$ cat src/rtl/tpos_pkg.sv
package tpos_pkg;
  typedef enum logic [1:0] {
    ST_WAIT  = 2'd0,
    ST_PRIME = 2'd1,
    ST_RUN   = 2'd2
  } sw_state_e;
endpackage

$ cat src/rtl/tpos_thresh.sv
module tpos_thresh #(
  parameter int SAMPLE_W = 16,
  parameter int CODE_W   = 7,
  parameter int BASE     = 1000,
  parameter int STEP     = 4,
  parameter int HYST     = 40,
  localparam int THR_W   = SAMPLE_W + 2
) (
  input  logic [CODE_W-1:0]       code_mag_i,
  input  logic                    code_neg_i,
  output logic signed [THR_W-1:0] op_o,
  output logic signed [THR_W-1:0] rel_o
);
  localparam logic signed [THR_W-1:0] BASE_S = THR_W'(BASE);
  localparam logic signed [THR_W-1:0] STEP_S = THR_W'(STEP);
  localparam logic signed [THR_W-1:0] HYST_S = THR_W'(HYST);

  logic signed [THR_W-1:0] mag_x;
  logic signed [THR_W-1:0] code_s;

  always_comb begin
    mag_x  = {{(THR_W-CODE_W){1'b0}}, code_mag_i};
    code_s = code_neg_i ? -mag_x : mag_x;
    op_o   = BASE_S + code_s * STEP_S;
    rel_o  = op_o - HYST_S;
  end
endmodule

$ cat src/rtl/tpos_por.sv
module tpos_por #(
  parameter int DELAY_CYC = 10000,
  localparam int CNT_W    = $clog2(DELAY_CYC + 1)
) (
  input  logic clk_i,
  input  logic rst_ni,
  output logic ready_o
);
  localparam logic [CNT_W-1:0] LIMIT = CNT_W'(DELAY_CYC);

  logic [CNT_W-1:0] cnt_q;

  always_ff @(posedge clk_i or negedge rst_ni) begin
    if (!rst_ni)             cnt_q <= '0;
    else if (cnt_q != LIMIT) cnt_q <= cnt_q + 1'b1;
  end

  assign ready_o = (cnt_q == LIMIT);

  assert_ready_sticky_R2: assert property (@(posedge clk_i) disable iff (!rst_ni)
    ready_o |=> ready_o);
endmodule

$ cat src/rtl/tpos_decide.sv
module tpos_decide
  import tpos_pkg::*;
#(
  parameter int SAMPLE_W = 16,
  localparam int THR_W   = SAMPLE_W + 2
) (
  input  logic                    clk_i,
  input  logic                    rst_ni,
  input  logic                    ready_i,
  input  logic                    valid_i,
  input  logic [SAMPLE_W-1:0]     sample_i,
  input  logic signed [THR_W-1:0] op_i,
  input  logic signed [THR_W-1:0] rel_i,
  output logic                    tooth_o
);
  sw_state_e               state_q;
  logic signed [THR_W-1:0] samp_x;
  logic                    above_op;
  logic                    below_rel;

  assign samp_x    = {{2{sample_i[SAMPLE_W-1]}}, sample_i};
  assign above_op  = (samp_x >= op_i);
  assign below_rel = (samp_x < rel_i);

  always_ff @(posedge clk_i or negedge rst_ni) begin
    if (!rst_ni) begin
      state_q <= ST_WAIT;
      tooth_o <= 1'b0;
    end else begin
      unique case (state_q)
        ST_WAIT:  if (ready_i) state_q <= ST_PRIME;
        ST_PRIME: if (valid_i) begin
          // power-on decision from level alone
          tooth_o <= above_op;
          state_q <= ST_RUN;
        end
        ST_RUN:   if (valid_i) begin
          if (!tooth_o && above_op)      tooth_o <= 1'b1;
          else if (tooth_o && below_rel) tooth_o <= 1'b0;
        end
        default:  state_q <= ST_WAIT;
      endcase
    end
  end

  assert_high_before_ready_R2: assert property (@(posedge clk_i) disable iff (!rst_ni)
    !ready_i |=> !tooth_o);
  assert_hold_no_valid_R10: assert property (@(posedge clk_i) disable iff (!rst_ni)
    !valid_i |=> $stable(tooth_o));
  assert_fall_needs_op_R5: assert property (@(posedge clk_i) disable iff (!rst_ni)
    $rose(tooth_o) |-> $past(valid_i && above_op));
  assert_release_below_rel_R6: assert property (@(posedge clk_i) disable iff (!rst_ni)
    $fell(tooth_o) |-> $past(valid_i && below_rel));
endmodule

$ cat src/rtl/tpos_switch.sv
module tpos_switch #(
  parameter int SAMPLE_W  = 16,
  parameter int CODE_W    = 7,
  parameter int BASE      = 1000,
  parameter int STEP      = 4,
  parameter int HYST      = 40,
  parameter int DELAY_CYC = 10000
) (
  input  logic                clk_i,
  input  logic                rst_ni,
  input  logic                sample_valid_i,
  input  logic [SAMPLE_W-1:0] sample_i,
  input  logic [CODE_W-1:0]   code_mag_i,
  input  logic                code_neg_i,
  output logic                tooth_no
);
  localparam int THR_W = SAMPLE_W + 2;

  logic signed [THR_W-1:0] op_lvl;
  logic signed [THR_W-1:0] rel_lvl;
  logic                    ready;
  logic                    tooth;

  tpos_thresh #(
    .SAMPLE_W(SAMPLE_W), .CODE_W(CODE_W), .BASE(BASE), .STEP(STEP), .HYST(HYST)
  ) u_thresh (
    .code_mag_i(code_mag_i),
    .code_neg_i(code_neg_i),
    .op_o      (op_lvl),
    .rel_o     (rel_lvl)
  );

  tpos_por #(.DELAY_CYC(DELAY_CYC)) u_por (
    .clk_i  (clk_i),
    .rst_ni (rst_ni),
    .ready_o(ready)
  );

  tpos_decide #(.SAMPLE_W(SAMPLE_W)) u_decide (
    .clk_i   (clk_i),
    .rst_ni  (rst_ni),
    .ready_i (ready),
    .valid_i (sample_valid_i),
    .sample_i(sample_i),
    .op_i    (op_lvl),
    .rel_i   (rel_lvl),
    .tooth_o (tooth)
  );

  assign tooth_no = ~tooth;
endmodule

$ cat config.mk
export PLATFORM = sky130hd
export DESIGN_NAME = tpos_switch
export DESIGN_NICKNAME = d
export VERILOG_FILES = /design/src/rtl/tpos_pkg.sv /design/src/rtl/tpos_thresh.sv /design/src/rtl/tpos_por.sv /design/src/rtl/tpos_decide.sv /design/src/rtl/tpos_switch.sv
export SDC_FILE = /design/constraint.sdc
export NUM_CORES = 1
export LEC_CHECK = 0
export BUFFER_PORTS_ARGS = -buffer_cell sky130_fd_sc_hd__buf_4
export CORE_MARGIN = 4
export CORE_UTILIZATION = 30
export CTS_BUF_LIST = sky130_fd_sc_hd__clkbuf_8
export CTS_CLUSTER_SIZE = 10
export DETAILED_ROUTE_END_ITERATION = 10
export GPL_ROUTABILITY_DRIVEN = 0
export PLACE_DENSITY_LB_ADDON = 0.05
export SETUP_SLACK_MARGIN = 0.5
export SYNTH_ARGS = -nofsm -noshare
export SYNTH_HDL_FRONTEND = slang
export SYNTH_HIERARCHICAL = 1
export SYNTH_SLANG_ARGS = --single-unit
$ cat constraint.sdc
create_clock -name clk_i -period 2.75 [get_ports clk_i]
set_input_delay 0.4125 -clock clk_i [delete_from_list [all_inputs] [get_ports clk_i]]
set_output_delay 0.4125 -clock clk_i [all_outputs]
set_load 0.1 [all_outputs]
Word level (Yosys, flattened, before mapping)
Index checks and enable logic that the tools add are counted.

Add/subtract/negate cells: 4. $lt $le $gt $ge: 2. Equality and inequality tests: 8. Muxes and demuxes: 9. Bitwise logic cells: 2. Reduce and logical (&&, ||, !) cells: 7.

Operators with widths (number): adder 11 x 18 -> 18 bit (first input constant) (1); greater-or-equal comparator 16 x 18 -> 1 bit (1); less-than comparator 16 x 18 -> 1 bit (1); subtractor 18 x 7 -> 18 bit (second input constant) (1); two-way mux 16 bit (1); negation 7 -> 16 bit (1); adder 14 x 1 -> 14 bit (second input constant) (1); equality test 14 bit (second input constant) (1); inequality test 14 bit (second input constant) (1); inequality test 2 bit (second input constant) (3); case mux 2 bit (3 select lines) (1); two-way mux 1 bit (4); two-way mux 2 bit (2); AND reduction 4 bit (1); inequality test 3 x 1 -> 1 bit (second input constant) (1); AND reduction 3 bit (1); equality test 2 x 1 -> 1 bit (second input constant) (1); equality test 2 bit (second input constant) (1); logical AND 1 bit (2); zero test 2 bit (1); NOT 1 bit (2); case mux 1 bit (2 select lines) (1); nonzero test 2 bit (1); zero test 1 bit (1).

Bits in registers: 17. Input bits: 27. Output and inout bits: 1. Word-level logic and storage cells: 35.

Logic depth before layout (Yosys ltp)
Gate-level depths: netlist of the first run.

Depth in word-level cells: 10. Mapped depth: 18. Depth with buffers taken out: 18.

Hierarchy
Netlist of the first run, hierarchy kept.

By module, submodules not included: tpos_decide (instances 1, cells each 144, area an instance 1112.3 µm², sequential area each 75.1 µm²); tpos_thresh (instances 1, cells each 103, area an instance 732.0 µm², sequential area each 0.0 µm²); tpos_por (instances 1, cells each 61, area an instance 678.2 µm², sequential area each 350.3 µm²); tpos_switch (instances 1, cells each 1, area an instance 3.8 µm², sequential area each 0.0 µm²).

Worst setup path before layout of the first run
No wires, ideal clock.

Kind: input -> register. From: input port code_mag_i[0]. To: register u_decide.tooth_o. Setup time: 0.145 ns. Data arrival time: 3.879 ns. Data required time: 2.605 ns. Setup slack: -1.275 ns. Stages: 17. Buffers on the path: 0. Cells stage by stage: inv_1 ha_1 mux2i_1 inv_1 ha_1 or2_2 a2bb2oi_1 or3_2 and2_1 xnor2_1 inv_1 ha_1 o21a_1 a21oi_1 o211ai_1 a2111oi_0 a211oi_2.

Longest elaborated chain between the ends: 8. Elaborated cells on any way between the ends: 14. Classes of those cells: add/sub (3); order compare (2); eq/ne (1); mux (5); reduce/logical (3).

Ends and longest elaborated chain: start: declaration (line tpos_switch.sv:13) `input logic [CODE_W-1:0] code_mag_i,`; negation 7 -> 16 bit (line tpos_thresh.sv:23) `code_s = code_neg_i ? -mag_x : mag_x;`; two-way mux 16 bit (*) (line tpos_thresh.sv:23); adder 11 x 18 -> 18 bit (*) (line tpos_thresh.sv:24) `op_o = BASE_S + code_s * STEP_S;`; net op_lvl[3] (line tpos_switch.sv:19) `logic signed [THR_W-1:0] op_lvl;`; subtractor 18 x 7 -> 18 bit (*) (line tpos_thresh.sv:25) `rel_o = op_o - HYST_S;`; net rel_lvl[3] (line tpos_switch.sv:20) `logic signed [THR_W-1:0] rel_lvl;`; less-than comparator 16 x 18 -> 1 bit (*) (line tpos_decide.sv:23) `assign below_rel = (samp_x < rel_i);`; logical AND 1 bit (*) (line tpos_decide.sv:39) `else if (tooth_o && below_rel) tooth_o <= 1'b0;`; inequality test 3 x 1 -> 1 bit (no source line) (*); AND reduction 4 bit (no source line) (*); end signal: assignment (line tpos_decide.sv:34) `tooth_o <= above_op;`; end: declaration (line tpos_decide.sv:14) `output logic tooth_o`.

Mark *: on every way through the listed nets, which the timed path passes. The rest lies on a longest branch. The select of a mux whose other input is x is not followed. A chain may end at the register's enable or synchronous reset.

Final worst setup path of the first run
Same ends and word-level chain as after synthesis.

==> results.yml, run 1 <==
logic_synthesis:
  synth_area_per_cell_um2: 8.18
  synth_top_family_by_area: "simple AND/OR/NAND/NOR gates"
  yosys.area.top_type: "ha_1"
  yosys.area_share.xor_xnor_pct: 11.0
  ys_warn_count: 6
  syn-instance-count: 309
  ys_top_cells_by_area: "ha_1, dfrtp_1, xnor2_1, inv_1, nand4_1"
  muxShareOfSynthArea_pct: 1.63
  syn-cell-area_um2: 2530
  ys_seq_area_share_pct: 16.8
  synth_edf_count: 0
  synth_compound_area_share_pct: 14.6
  synth_fa_ha_area_share_pct: 19.8
  ys_seq_elements: 17
  synth_top_area_share_pct: 19.8
  synthFlopType: "dfrtp_1"
  yosys.area_share.simple_pct: 25.0
  async_reset_ff_share_pct: 100
  synthDistinctLibCells: 66
clocking:
  cts_tree: "built"
  cts_hold_buf: 0
  htree_levels: 1
  cts.sinks: 17
  clockRootBuffer: "clkbuf_8"
  cts.clk_slew.worst_paths_ns: 0.06
  clockBufferDepth: 2
  cts_made_buffers: 3
  insertion_delay_ns: 0.25
outcome:
  status: "finished with violations"
  failed_checks: "setup timing"
route:
  wire_per_inst_um: 12.6
  first_pass_iters: 4
  totalWireLength_mm: 6.24
  postRouteAntennaNets: 0
  via_per_inst: 4.68
  drtIter0Drc: 79
  vias: 2315
  drc: 0
layout:
  syn_to_final_growth_pct: 38.2
  antenna_cells: 0
  multi_input_area_um2: 2040
  seq_area_um2: 425
  design_area_um2: 3490
  fin_nets: 458
  drive_above_1_share_pct: 34.4
  final_cell_mix: "buf_4, inv_1, ha_1"
  fin_util_pct: 42.5
  fillCellCount: 840
  finish.cell_count_without_fillers: 495
  layout_commonest_cell: "buf_4"
worst_setup_path:
  critPathLaunchType: "primary input"
  cp-end-kind: "register"
  worstPathArrival_ns: 3.54
  path_class: "in -> reg"
  crit_fanout: 3
  cp.required_ns: 2.92
global_route:
  grt_usage_pct: 12.6
  grt_pass1_wl_mm: 10.4
  grt_overflow: 0
  grt_max_degree: 18
  antenna_found_initial: 0
  grt_pass1_vias: 2274
die:
  core_um2: 8220
  start_util_pct: 30.7
  io_pins: 28
  die_x_um: 99.8
  dieArea_um2: 9950
  num_rows: 33
  fp.dieH_um: 99.8
timing:
  hold_ws_ns: 0.0106
  rsz0062_at_grt: "yes"
  fin_skew_ns: 0.00215
  fin_crit_ns: 3.37
  fmax_mhz: 297
  tns_ns: -0.619
  finalHoldViolations: 0
  period_share_pct: 123
  finalSetupViolations: 1
  layout_setup_ws_ns: -0.619
  drv_slew: 0
power:
  vdd_drop_max_v: 0.000296
  pwr_density_cell_nw_per_um2: 277
  p_leak_nw: 1.62
  p_total_uw: 965
hold_path:
  hp-class: "in -> async"
place:
  post_dp_cell_area_um2: 3290
  hpwl_mm: 5.38
  place_ws_ns: -0.974
  placedCellCount: 489
  io_buffers: 27
run:
  maxCapViolCount: 0
[worst max-delay path: stages]
cell      delay [ns]
buf_4           0.12
inv_4           0.05
ha_4            0.20
mux2i_4         0.16
inv_2           0.08
ha_4            0.16
or3_4           0.42
nor3_4          0.21
xnor2_2         0.15
inv_2           0.06
ha_4            0.26
nand4_1         0.13
or4_4           0.61
o21ai_2         0.17
a311oi_2        0.11
a211oi_2        0.22
[logic make-up after synthesis]
group           count (synthesis)
compound gates                 51
buf+inv                        63
simple gates                  103
xor+xnor                       30
flops                          17
other cells                     1
mux                             4
fa+ha+maj                      40
[synth_stat cells (all sizes together), types with 3 or more instances]
master,number
nand3,9
a21o,3
nand4,13
and3,7
buf,11
o21ai,11
nor3b,6
or2,3
nand2,18
inv,50
a211oi,5
xnor2,24
mux2i,3
o211ai,3
or3,3
a21oi,12
dfrtp,17
xor2,6
ha,40
nor3,9
nor2,15
[layout make-up]
cell class | count | share of cell area (%)
Sequential cell | 17 | 12.2
Clock buffer | 3 | 1.18
Clock inverter | 1 | 0.108
Inverter | 50 | 5.45
Tap cell | 105 | 3.76
Multi-Input combinational cell | 232 | 58.5
Timing Repair Buffer | 87 | 18.8
[flip-flops by register name (all words and copies together) (netlist names)]
signal            count
u_decide/tooth_o      1
u_por/cnt_q          14
u_decide/state_q      2
[path summary, 6_finish.rpt]
path / slack [ns] / to / cells past startpoint / start
setup / recovery: -0.62 / u_decide/tooth_o / 16 / code_mag_i[0]
hold / removal: 0.01 / u_decide/state_q[0] / 1 / rst_ni
setup reg to reg: 1.08 / u_decide/tooth_o / 5 / u_decide/state_q[0]
hold reg to reg: 0.47 / u_por/cnt_q[10] / 1 / u_por/cnt_q[10]
max in group asynchronous: 2.55 / u_por/cnt_q[2] / 1 / rst_ni
min in group clk_i: 0.47 / u_por/cnt_q[10] / 1 / u_por/cnt_q[10]
[timing repair]
action | 4_1_cts | 5_1_grt
endpoints found under the setup margin | 1 | 1
resized for setup | 1 | 23
setup buffers | 0 | 2
pin swaps | 0 | 11
[where the power goes]
group / switching [mW] / internal [mW]
sequential: 0 / 0.250
combinational: 0.255 / 0.280
clock: 0.0811 / 0.0990
total: 0.336 / 0.630
[metal layers]
metal | global-route usage [%] | wire length (µm) | vias to the layer above
li1 | - | - | 1238
met1 | 16.6 | 3050 | 1047
met2 | 22.6 | 2990 | 24
met3 | 0.491 | 126 | 6
met4 | 2.94 | 70 | 0
met5 | 0 | 0 | -
No activity file was read; power rests on OpenSTA's default activity.
==> run 2: changes to the inputs <==
--- a/config.mk
+++ b/config.mk
@@ -13,7 +13,7 @@
 export DETAILED_ROUTE_END_ITERATION = 10
 export GPL_ROUTABILITY_DRIVEN = 0
 export PLACE_DENSITY_LB_ADDON = 0.05
-export SETUP_SLACK_MARGIN = 0.5
+export SETUP_SLACK_MARGIN = 0.4
 export SYNTH_ARGS = -nofsm -noshare
 export SYNTH_HDL_FRONTEND = slang
 export SYNTH_HIERARCHICAL = 1
==> constraint.sdc (replaced) <==
create_clock -name clk_i -period 3.4 [get_ports clk_i]
set_input_delay 0.51 -clock clk_i [delete_from_list [all_inputs] [get_ports clk_i]]
set_output_delay 0.51 -clock clk_i [all_outputs]
set_load 0.1 [all_outputs]
==> results.yml, run 2 (synthesis gave the netlist of run 1 again) <==
timing:
  rsz0062_at_grt: "yes"
  drv_slew: 0
  finalSetupViolations: 1
  finalHoldViolations: 0
  fmax_mhz: 286
  period_share_pct: 103
  fin_crit_ns: 3.49
  hold_ws_ns: 0.119
  layout_setup_ws_ns: -0.0940
  fin_skew_ns: 0.00339
clocking:
  cts_made_buffers: 3
  htree_levels: 1
  clockRootBuffer: "clkbuf_8"
  clockBufferDepth: 2
  cts.clk_slew.worst_paths_ns: 0.06
  cts_tree: "built"
  insertion_delay_ns: 0.24
  cts.sinks: 17
route:
  vias: 2232
  first_pass_iters: 4
  wire_per_inst_um: 12.5
  via_per_inst: 4.56
  drtIter0Drc: 85
  drc: 0
  postRouteAntennaNets: 0
  totalWireLength_mm: 6.14
layout:
  drive_above_1_share_pct: 31.4
  fin_nets: 453
  fillCellCount: 841
  final_cell_mix: "buf_4, inv_1, ha_1"
  syn_to_final_growth_pct: 33.0
  reg.largest.list: "u_por/cnt_q (14), u_decide/state_q (2), u_decide/tooth_o (1)"
  layout_commonest_cell: "buf_4"
  antenna_cells: 0
  largest_reg_flops: 14
  top_register: "u_por/cnt_q"
  design_area_um2: 3360
worst_setup_path:
  rr_startpoint: "u_decide/state_q[0]"
  path_common_cell: "ha_4"
  critPathLaunchType: "primary input"
  worst-path-buf-inv: 4
  slowest_stage: "a2111oi_2"
  r2r_cells: 5
  crit_fanout: 2
  crit_family: "compound AO/OA/AOI/OAI gates"
  worstPathArrival_ns: 3.61
  cp.required_ns: 3.51
  cp-end-kind: "register"
  path_cells: "buf_4 -> inv_4 -> ha_4 -> mux2i_4 -> inv_2 -> ha_4 -> or2_4 -> a2bb2oi_1 -> or3_4 -> and2_4 -> xnor2_2 -> inv_1 -> ha_4 -> a211o_1 -> a21oi_2 -> o211ai_1 -> a2111oi_2 -> a211oi_2"
  max_stage_delay_ns: 0.44
  reg2reg_to: "u_decide/tooth_o"
  reg2reg_slack_ns: 1.74
  path_class: "in -> reg"
global_route:
  grt_pass1_wl_mm: 10.8
  grt_overflow: 0
  grt_max_degree: 18
  antenna_found_initial: 0
  grt_pass1_vias: 2325
  grt_usage_pct: 13.1
place:
  place_ws_ns: -0.416
  hpwl_mm: 5.35
  io_buffers: 27
  post_dp_cell_area_um2: 3260
die:
  num_rows: 33
  dieArea_um2: 9950
  core_um2: 8220
  fp.dieH_um: 99.8
  io_pins: 28
  die_x_um: 99.8
  start_util_pct: 30.7
run:
  maxCapViolCount: 0
power:
  vdd_drop_max_v: 0.000142
  p_total_uw: 761
  p_leak_nw: 1.59
  pwr_density_cell_nw_per_um2: 227
hold_path:
  hp-class: "in -> async"
outcome:
  failed_checks: "setup timing"
  status: "finished with violations"
## run 2: what timing repair did
action	in CTS	in global routing
gates cloned	0	0
pin swaps	5	4
gates resized for setup	6	1
hold buffers	0	0
endpoints found under the setup margin	1	1
buffers inserted	1	1
## run 2: power by group
| part | leakage [nW] | internal, mW | switching [mW] |
|---|---|---|---|
| Combinational | 1.34 | 0.218 | 0.199 |
| Clock | 0.0269 | 0.0799 | 0.0627 |
| Sequential | 0.218 | 0.202 | 0 |
## run 2: stage by stage
stage | util (%) | TNS (ns) | instances
global placement | 39.6 | -0.417 | 484
global route | 40.9 | -0.232 | 490
floorplan | - | -0.143 | 312
CTS | 40.7 | -0.166 | 489
finish | 40.9 | -0.0940 | 490
detailed placement | 39.6 | -0.416 | 484
## run 2: worst register-to-register path, cell delays in order (launching register included)
cell and delay (ns):
dfrtp_1 0.47, nand4b_1 0.27, nor3b_1 0.22, o21ai_0 0.13
a2111oi_2 0.37, a211oi_2 0.06
## run 2: layer usage
layer  vias to the layer above  routed length, µm  global-route usage (%)
li1                       1228                  -                       -
met1                       987               2990                    17.4
met2                        15               3010                    23.6
met3                         2                116                   0.912
met4                         0                 22                    1.89
met5                         -                  0                       0
## run 2: area by class of cell
| cell class | count | area [µm²] | area share (%) |
|---|---|---|---|
| Timing Repair Buffer | 82 | 616 | 18.3 |
| Clock buffer | 3 | 41.3 | 1.23 |
| Inverter | 50 | 190 | 5.66 |
| Multi-Input combinational cell | 232 | 1950 | 58.1 |
| Clock inverter | 1 | 3.75 | 0.112 |
| Sequential cell | 17 | 425 | 12.7 |
| Tap cell | 105 | 131 | 3.91 |
## run 2: how the worst max path moves through the flow
stage,start,end,slack [ns],depth (start not counted)
after global placement,code_mag_i[1],u_decide/tooth_o,-0.42,18
after global routing,code_mag_i[1],u_decide/tooth_o,-0.23,18
after CTS,code_mag_i[0],u_decide/tooth_o,-0.17,18
after detailed placement,code_mag_i[1],u_decide/tooth_o,-0.42,18
after floorplan,code_mag_i[1],u_decide/tooth_o,-0.14,17
final,code_mag_i[0],u_decide/tooth_o,-0.09,18
